File: src/rtl/la_pkg.sv
package la_pkg;

    typedef enum logic [1:0] {
        LA_RESET = 2'd0,
        LA_SET   = 2'd1,
        LA_PROP  = 2'd2
    } la_phase_e;

endpackage

File: src/rtl/la_delay_div.sv
// Restoring divider: count = (2^FRAC_W - frac) / (gain << (FRAC_W - GAIN_W)),
// saturated to 2^CNT_W - 1.
module la_delay_div #(
    parameter int FRAC_W = 16,
    parameter int GAIN_W = 12,
    parameter int CNT_W  = 6
) (
    input  logic [FRAC_W-1:0] frac,
    input  logic [GAIN_W-1:0] gain,
    output logic [CNT_W-1:0]  cnt
);
    localparam int SHIFT = FRAC_W - GAIN_W;
    localparam int WW    = FRAC_W + CNT_W + 2;

    logic [WW-1:0] num;
    logic [WW-1:0] den;
    logic [WW-1:0] rem [CNT_W+1];
    logic [CNT_W-1:0] quo;
    logic          sat;

    always_comb begin
        num = (WW'(1) << FRAC_W) - WW'(frac);
        den = WW'(gain) << SHIFT;
        sat = (gain == '0) || (num >= (den << CNT_W));
    end

    assign rem[CNT_W] = num;

    for (genvar i = CNT_W - 1; i >= 0; i--) begin : g_stage
        logic [WW-1:0] trial;
        assign trial  = den << i;
        assign quo[i] = (rem[i+1] >= trial);
        assign rem[i] = quo[i] ? (rem[i+1] - trial) : rem[i+1];
    end

    assign cnt = sat ? {CNT_W{1'b1}} : quo;

endmodule

File: src/rtl/la_cell_ctl.sv
// Per-node mask and set/reset drive generation.
module la_cell_ctl
    import la_pkg::*;
#(
    parameter int CNT_W = 6,
    localparam int CELLS = 1 << CNT_W
) (
    input  la_phase_e         phase,
    input  logic [CNT_W-1:0]  cnt,
    input  logic [CNT_W-1:0]  rot,
    output logic [CELLS-1:0]  mask,
    output logic [CELLS-1:0]  pu,
    output logic [CELLS-1:0]  pd
);
    logic [CNT_W:0] ones_len;
    assign ones_len = (CNT_W+1)'(CELLS) - {1'b0, cnt};

    for (genvar j = 0; j < CELLS; j++) begin : g_cell
        logic [CNT_W-1:0] src;
        assign src     = CNT_W'(j) - rot;
        assign mask[j] = ({1'b0, src} < ones_len);

        if (j % 2 == 0) begin : g_even
            always_comb begin
                unique case (phase)
                    LA_RESET: begin pu[j] = 1'b0;    pd[j] = 1'b1; end
                    LA_SET:   begin pu[j] = mask[j]; pd[j] = 1'b0; end
                    default:  begin pu[j] = 1'b0;    pd[j] = 1'b0; end
                endcase
            end
        end else begin : g_odd
            always_comb begin
                unique case (phase)
                    LA_RESET: begin pu[j] = 1'b1; pd[j] = 1'b0;    end
                    LA_SET:   begin pu[j] = 1'b0; pd[j] = mask[j]; end
                    default:  begin pu[j] = 1'b0; pd[j] = 1'b0;    end
                endcase
            end
        end
    end

endmodule

File: src/rtl/la_doublet_dec.sv
// Locates equal adjacent tap pairs; reports the position when it is unique.
module la_doublet_dec #(
    parameter int TAPS   = 8,
    localparam int CODE_W = $clog2(TAPS)
) (
    input  logic [TAPS-1:0]   taps,
    output logic [CODE_W-1:0] pos,
    output logic              single
);
    localparam int PAIRS = TAPS - 1;
    localparam int NW    = $clog2(TAPS) + 1;

    logic [PAIRS-1:0] hit;

    for (genvar i = 0; i < PAIRS; i++) begin : g_pair
        assign hit[i] = ~(taps[i] ^ taps[i+1]);
    end

    always_comb begin
        logic [NW-1:0] n;
        n   = '0;
        pos = '0;
        for (int i = 0; i < PAIRS; i++) begin
            if (hit[i]) begin
                n   = n + NW'(1);
                pos = CODE_W'(i);
            end
        end
        single = (n == NW'(1));
    end

endmodule

File: src/rtl/lookahead_ctrl.sv
module lookahead_ctrl
    import la_pkg::*;
#(
    parameter int FRAC_W = 16,
    parameter int GAIN_W = 12,
    parameter int CNT_W  = 6,
    parameter int TAPS   = 8,
    localparam int CELLS  = 1 << CNT_W,
    localparam int CODE_W = $clog2(TAPS),
    localparam int PE_W   = CODE_W + GAIN_W
) (
    input  logic              clk,
    input  logic              rst_n,
    input  logic              ref_in,
    input  logic [FRAC_W-1:0] frac_in,
    input  logic [GAIN_W-1:0] gain_in,
    input  logic [CNT_W-1:0]  rot_in,
    input  logic [TAPS-1:0]   taps_in,
    input  logic              tap_valid,
    output logic [1:0]        phase_o,
    output logic [CNT_W-1:0]  delay_cnt,
    output logic [CELLS-1:0]  cell_mask,
    output logic [CELLS-1:0]  cell_pu,
    output logic [CELLS-1:0]  cell_pd,
    output logic [CODE_W-1:0] code,
    output logic              code_err,
    output logic              code_vld,
    output logic [PE_W-1:0]   phase_err
);
    typedef struct packed {
        la_phase_e         phase;
        logic              ref_seen;
        logic [CNT_W-1:0]  cnt;
        logic [CNT_W-1:0]  rot;
        logic [GAIN_W-1:0] gain;
        logic [CODE_W-1:0] code;
        logic              err;
        logic              vld;
        logic [PE_W-1:0]   pe;
    } state_t;

    state_t st_d, st_q;

    logic [CNT_W-1:0]  div_cnt;
    logic [CODE_W-1:0] dec_pos;
    logic              dec_single;

    la_delay_div #(.FRAC_W(FRAC_W), .GAIN_W(GAIN_W), .CNT_W(CNT_W)) u_div (
        .frac (frac_in),
        .gain (gain_in),
        .cnt  (div_cnt)
    );

    la_doublet_dec #(.TAPS(TAPS)) u_dec (
        .taps   (taps_in),
        .pos    (dec_pos),
        .single (dec_single)
    );

    la_cell_ctl #(.CNT_W(CNT_W)) u_cells (
        .phase (st_q.phase),
        .cnt   (st_q.cnt),
        .rot   (st_q.rot),
        .mask  (cell_mask),
        .pu    (cell_pu),
        .pd    (cell_pd)
    );

    always_comb begin
        st_d          = st_q;
        st_d.ref_seen = ref_in;
        st_d.vld      = 1'b0;

        if (!ref_in) begin
            st_d.phase = LA_RESET;
            st_d.cnt   = div_cnt;
            st_d.rot   = rot_in;
            st_d.gain  = gain_in;
        end else if (!st_q.ref_seen) begin
            st_d.phase = LA_SET;
        end else begin
            st_d.phase = LA_PROP;
        end

        if (tap_valid) begin
            st_d.vld = 1'b1;
            st_d.err = !dec_single;
            if (dec_single) begin
                st_d.code = dec_pos;
            end
        end

        st_d.pe = PE_W'(st_d.code) * PE_W'(st_d.gain);
    end

    always_ff @(posedge clk or negedge rst_n) begin
        if (!rst_n) begin
            st_q <= '{phase: LA_RESET, default: '0};
        end else begin
            st_q <= st_d;
        end
    end

    assign phase_o   = st_q.phase;
    assign delay_cnt = st_q.cnt;
    assign code      = st_q.code;
    assign code_err  = st_q.err;
    assign code_vld  = st_q.vld;
    assign phase_err = st_q.pe;

endmodule

File: config.mk
export PLATFORM = sky130hd
export DESIGN_NAME = lookahead_ctrl
export DESIGN_NICKNAME = d
export VERILOG_FILES = /design/src/rtl/la_pkg.sv /design/src/rtl/la_delay_div.sv /design/src/rtl/la_cell_ctl.sv /design/src/rtl/la_doublet_dec.sv /design/src/rtl/lookahead_ctrl.sv
export SDC_FILE = /design/constraint.sdc
export NUM_CORES = 1
export LEC_CHECK = 0
export ABC_AREA = 1
export CORE_MARGIN = 8
export CORE_UTILIZATION = 54
export DETAILED_ROUTE_END_ITERATION = 12
export GPL_TIMING_DRIVEN = 0
export PLACE_DENSITY = 0.88
export SLEW_MARGIN = 10
export SYNTH_ARGS = -nofsm -noshare
export SYNTH_HDL_FRONTEND = slang
export SYNTH_SLANG_ARGS = --single-unit
File: constraint.sdc
create_clock -name clk -period 6.1 [get_ports clk]
set_input_delay 0.61 -clock clk [delete_from_list [all_inputs] [get_ports clk]]
set_output_delay 0.61 -clock clk [all_outputs]
set_load 0.005 [all_outputs]
==> impl_metrics.toml, run 1 <==
[run_status]
error_line = "[ERROR GRT-0232] Routing congestion too high. Check the congestion heatmap in the GUI."
haltStage = "5_1_grt"
status = "aborted with a tool error"

[sta]
crit_endpoint = "delay_cnt[0]$_DFFE_PN0N_/D"
worst-endpoint-pin-kind = "sequential cell input"

[yosys]
yosys_warnings = 0
synth_enable_flop_cells = 0
synthDistinctLibCells = 56
synth_area_um2 = 12900
synthFlopType = "dfrtp_1"
seq_area_frac_synth_pct = 9.15
avgSynthCellArea_um2 = 6.61
netlist_instances = 1944
synthArstFlopShare_pct = 100
synth-seq-cells = 47
syn_nets = 2242

[clocking]
cts_inserted_buffers = 5
clock_path_buffers = 2
clock-sinks = 47
cts-root-buf = "clkbuf_16"
htree_levels = 2

[floorplan]
initial_core_util_pct = 54.9
die_h_um = 170
die_x_um = 170
num_rows = 56
io_pins = 266

[global_route]
grt_overflow = 13
grt_start_max_net_pins = 45
track_usage_pct = 67.9
antenna_found_initial = 17

[placed_design]
dp_hpwl_um = 34600
placed_cells = 2533
portBuffers = 265
place_congestion = 0.958
==> per-stage QoR <==
stage	setup WS (ns)	util [%]	area [µm²]
after detailed placement	-8.85	70.0	16400
after global placement	-8.53	69.3	16200
after floorplan	-6.12	-	13200
after CTS	-6.01	79.3	18600
==> timing repair <==
item / in CTS
endpoints found under the setup margin: 12
resized for setup: 223
pin swaps: 94
gates cloned: 3
buffers inserted: 175
hold buffers: 0
==> cells by family after synthesis <==
logic type,share of synthesized area (%)
adders and majority gates,25.5
DFF,9.15
muxes,0.0876
xor gates and xnor gates,7.83
AOI/OAI and AO/OA,19.5
and+or+nand+nor,21.3
buffers and inverters,16.7
==> synth_stat cells (2+ instances only) <==
master	number	area (µm²)
nand3_1	44	220
o21a_1	12	90.1
ha_1	236	2950
a31oi_1	6	37.5
a22oi_1	3	22.5
o22ai_1	2	12.5
and2_1	2	12.5
nor4_1	4	25.0
a21oi_1	171	856
inv_2	7	26.3
nor3_1	12	60.1
o21ai_2	2	17.5
nand2_1	392	1470
nand3_2	6	60.1
o211ai_1	3	22.5
a21o_1	9	67.6
o21bai_1	89	668
clkinv_1	6	22.5
or2_2	19	119
a21boi_0	2	15.0
nor2_4	2	22.5
nor2_1	102	383
fa_1	16	320
xor2_1	81	709
inv_1	327	1230
buf_4	92	691
buf_6	3	33.8
nand2_2	14	87.6
nand3_4	3	52.6
buf_2	2	10.0
nand4_1	14	87.6
o21ai_1	10	50.1
buf_1	6	22.5
a21oi_2	5	43.8
nand3b_1	4	30.0
dfrtp_1	47	1180
xnor2_1	34	298
nor2_2	10	62.6
o21ai_0	98	490
o31ai_1	3	22.5
clkbuf_1	29	109
==> metal layers <==
metal  track usage, %  overflow
met5             46.0         1
met4             63.7         4
met3             62.5         0
met2             80.8         6
met1             64.0         2
==> run 2, diff against run 1 <==
--- a/config.mk
+++ b/config.mk
@@ -7,10 +7,10 @@
 export LEC_CHECK = 0
 export ABC_AREA = 1
 export CORE_MARGIN = 8
-export CORE_UTILIZATION = 54
+export CORE_UTILIZATION = 40
 export DETAILED_ROUTE_END_ITERATION = 12
 export GPL_TIMING_DRIVEN = 0
-export PLACE_DENSITY = 0.88
+export PLACE_DENSITY_LB_ADDON = 0.15
 export SLEW_MARGIN = 10
 export SYNTH_ARGS = -nofsm -noshare
 export SYNTH_HDL_FRONTEND = slang
==> impl_metrics.toml, run 2 <==
[cells_and_area]
seqCellArea_um2 = 1180
layout_common_cells = "buf_4 (350), nand2_1 (340), inv_1 (298), clkdlybuf4s50_1 (251), ha_1 (202)"
largest_register = "st_q"
design_area_um2 = 20000
final_common_cell = "buf_4"
area_growth_pct = 55.8
largest_reg_flops = 19
fillCellCount = 2689
diodes = 0
finalNetCount = 2796
multi_input_area_um2 = 11000
drive_gt1_share_pct = 27.7

[floorplan]
initial_core_util_pct = 40.6
die_h_um = 195
num_rows = 65
io_pins = 266
die_x_um = 195
dieArea_um2 = 38100
core-area_um2 = 31600

[sta]
hold_violations = 0
finalClockSkew_ns = 0.00325
worst_slew_pin_slew_ns = 0.951
rsz0062_at_grt = "yes"
setup_slack_ns = -6.78
layout_min_cycle_time_ns = 12.88
slew_violations = 0
setup_viol = 6
hold_slack_ns = 0.249
setup-tns-final_ns = -17.31
max_slew_margin_pct = 36.6
finalCritPeriodShare_pct = 211
fmax_ghz = 0.0776

[worst_setup_path]
cpPeakStageDelay_ns = 0.55
rr_worst_depth = 19
cp-endpoint = "delay_cnt[0]"
crit_top_cell = "buf_4"
crit_start = "frac_in[1]"
rr_startpoint = "st_q[20]"
crit_path_top_delay_cell = "or4_1"
timing.reg2reg.setup_slack_ns = 2.62
worstPathMaxFanout = 10
crit_type = "primary input to flop"
crit_arrival_ns = 13.05
r2r-end = "phase_err[14]"
crit_path_end_kind = "flop"
cp.required_ns = 6.27
cp-start-kind = "primary input"

[yosys]
synthArstFlopShare_pct = 100
synth_top_area_share_pct = 23.0
synth_commonest_cells = "nand2_1 (392), inv_1 (327), ha_1 (236), a21oi_1 (171), nor2_1 (102)"
yosysMostFrequentCell = "nand2_1"
synth_xor_area_share_pct = 7.83
synth_top_family_by_area = "adder cells"
synth_area_um2 = 12900
ys_top_cells_by_area = "ha_1 (23%), nand2_1 (11%), inv_1 (9.5%), dfrtp_1 (9.1%), a21oi_1 (6.7%)"
seq_area_frac_synth_pct = 9.15
synth_compound_area_share_pct = 19.5
synth_fa_ha_area_share_pct = 25.5
synth_enable_flop_cells = 0
synthDistinctLibCells = 56
synthMuxAreaShare_pct = 0.0876
yosys.area_share.simple_pct = 21.3
yosys_warnings = 0
avgSynthCellArea_um2 = 6.61
synthFlopType = "dfrtp_1"
syn_nets = 2242
netlist_instances = 1944
synth_largest_area_cell = "ha_1"
synth-seq-cells = 47

[clocking]
cts_tree = "yes"
clock_path_buffers = 2
clk_pin_slew_ns = 0.07
clock-sinks = 47
clock_latency_ns = 0.29
cts-root-buf = "clkbuf_16"
cts_inserted_buffers = 5
htree_levels = 2

[route]
wl_per_cell_um = 17.1
postRouteAntennaNets = 0
vias = 14996
drc_errors = 0
drt_iter0_drc = 896
wl_um = 49700
via_per_inst = 5.17
firstDrtPassIters = 5

[global_route]
grt_start_max_net_pins = 41
grt_overflow = 0
grt_pass1_wl_um = 74500
first_global_vias = 14662
track_usage_pct = 23.5
antenna_found_initial = 0

[pwr]
power.leakage_nw = 10.3
p_clk_share_pct = 4.7
combPwrFrac_pct = 87.7
pwr-share-seq_pct = 7.6
p_sw_w = 0.00275
p_int_w = 0.00310
power.density_nw_per_um2 = 292
vdd_drop_max_mv = 0.173
power.share.switching_pct = 47.0

[placed_design]
dp_hpwl_um = 35300
place_congestion = 0.925
dpl_cell_area_um2 = 16500
pre_cts_slack_ns = -8.94
portBuffers = 265

[run_status]
status = "finished with violations"
violations = "negative setup slack"

[hold_path]
hold_class = "primary input to asynchronous set/reset pin"

[job]
maxCapViolCount = 0
-- run 2: cell counts after synthesis --
Identical to the previous run, type by type.
-- run 2: worst min-delay path by stage --
stage                    endpoint     start  cells past startpoint  slack, ns
global placement       phase_o[0]  st_q[44]                      1       0.42
CTS                  phase_err[7]     rst_n                      1       0.26
detailed placement     phase_o[0]  st_q[44]                      1       0.41
global route        phase_err[14]     rst_n                      1       0.27
finish              phase_err[13]     rst_n                      1       0.25
floorplan                 code[0]     rst_n                      0       0.31
-- run 2: final cells by class --
| type | instances | area share, % |
|---|---|---|
| Clock buffer | 5 | 0.625 |
| Timing Repair Buffer | 547 | 24.6 |
| Buffer | 132 | 4.66 |
| Clock inverter | 3 | 0.100 |
| Sequential cell | 47 | 5.87 |
| Tap cell | 402 | 2.51 |
| Multi-Input combinational cell | 1425 | 55.0 |
| Inverter | 340 | 6.65 |
-- run 2: through the flow --
stage	std cells	util, %	total power, W
finish	2901	63.3	0.00584
global route	2901	63.3	0.00639
global placement	2611	51.6	0.00430
floorplan	1944	-	0.00314
CTS	2861	60.4	0.00538
detailed placement	2616	52.1	0.00440
-- run 2: worst max-delay path, delay by kind of cell --
family                     cells  cell delay [ns]
buffers and inverters         37             4.38
and+or+nand+nor               28             3.83
AOI/OAI and AO/OA             13             1.97
adders and majority gates      6             1.91
xor gates and xnor gates       2             0.28
-- run 2: logic make-up after synthesis --
kind of cell             count (synthesis)
AND/OR/NAND/NOR                        633
buffers and inverters                  472
AO/OA/AOI/OAI                          424
adder cells (fa/ha/maj)                252
XOR/XNOR                               115
flip-flops                              47
multiplexers                             1
-- run 2: per-layer routing --
| metal | GRT usage (%) | part of all wire [%] | vias up | routed length (µm) |
|---|---|---|---|---|
| li1 | - | - | 7321 | - |
| met1 | 27.0 | 40 | 6895 | 19700 |
| met2 | 43.6 | 50 | 582 | 24700 |
| met3 | 2.73 | 5.6 | 198 | 2760 |
| met4 | 9.69 | 5.2 | 0 | 2580 |
| met5 | 0 | 0 | - | 0 |
-- run 2: power groups by stage --
stage	Sequential (W)	Clock, W	Combinational (W)
after floorplan	0.000436	0	0.00270
after global placement	0.000448	0	0.00385
after detailed placement	0.000450	0	0.00395
after CTS	0.000445	0.000274	0.00466
after global routing	0.000453	0.000289	0.00565
final	0.000444	0.000272	0.00513
-- run 2: repair_timing --
item / in CTS / in global routing
pin swaps: 124 / 131
endpoints found under the setup margin: 11 / 9
hold buffers: 0 / 0
buffers inserted: 237 / 47
gates cloned: 1 / 0
gates resized for setup: 229 / 137
Note: power is estimated with default switching activity, not from simulation.
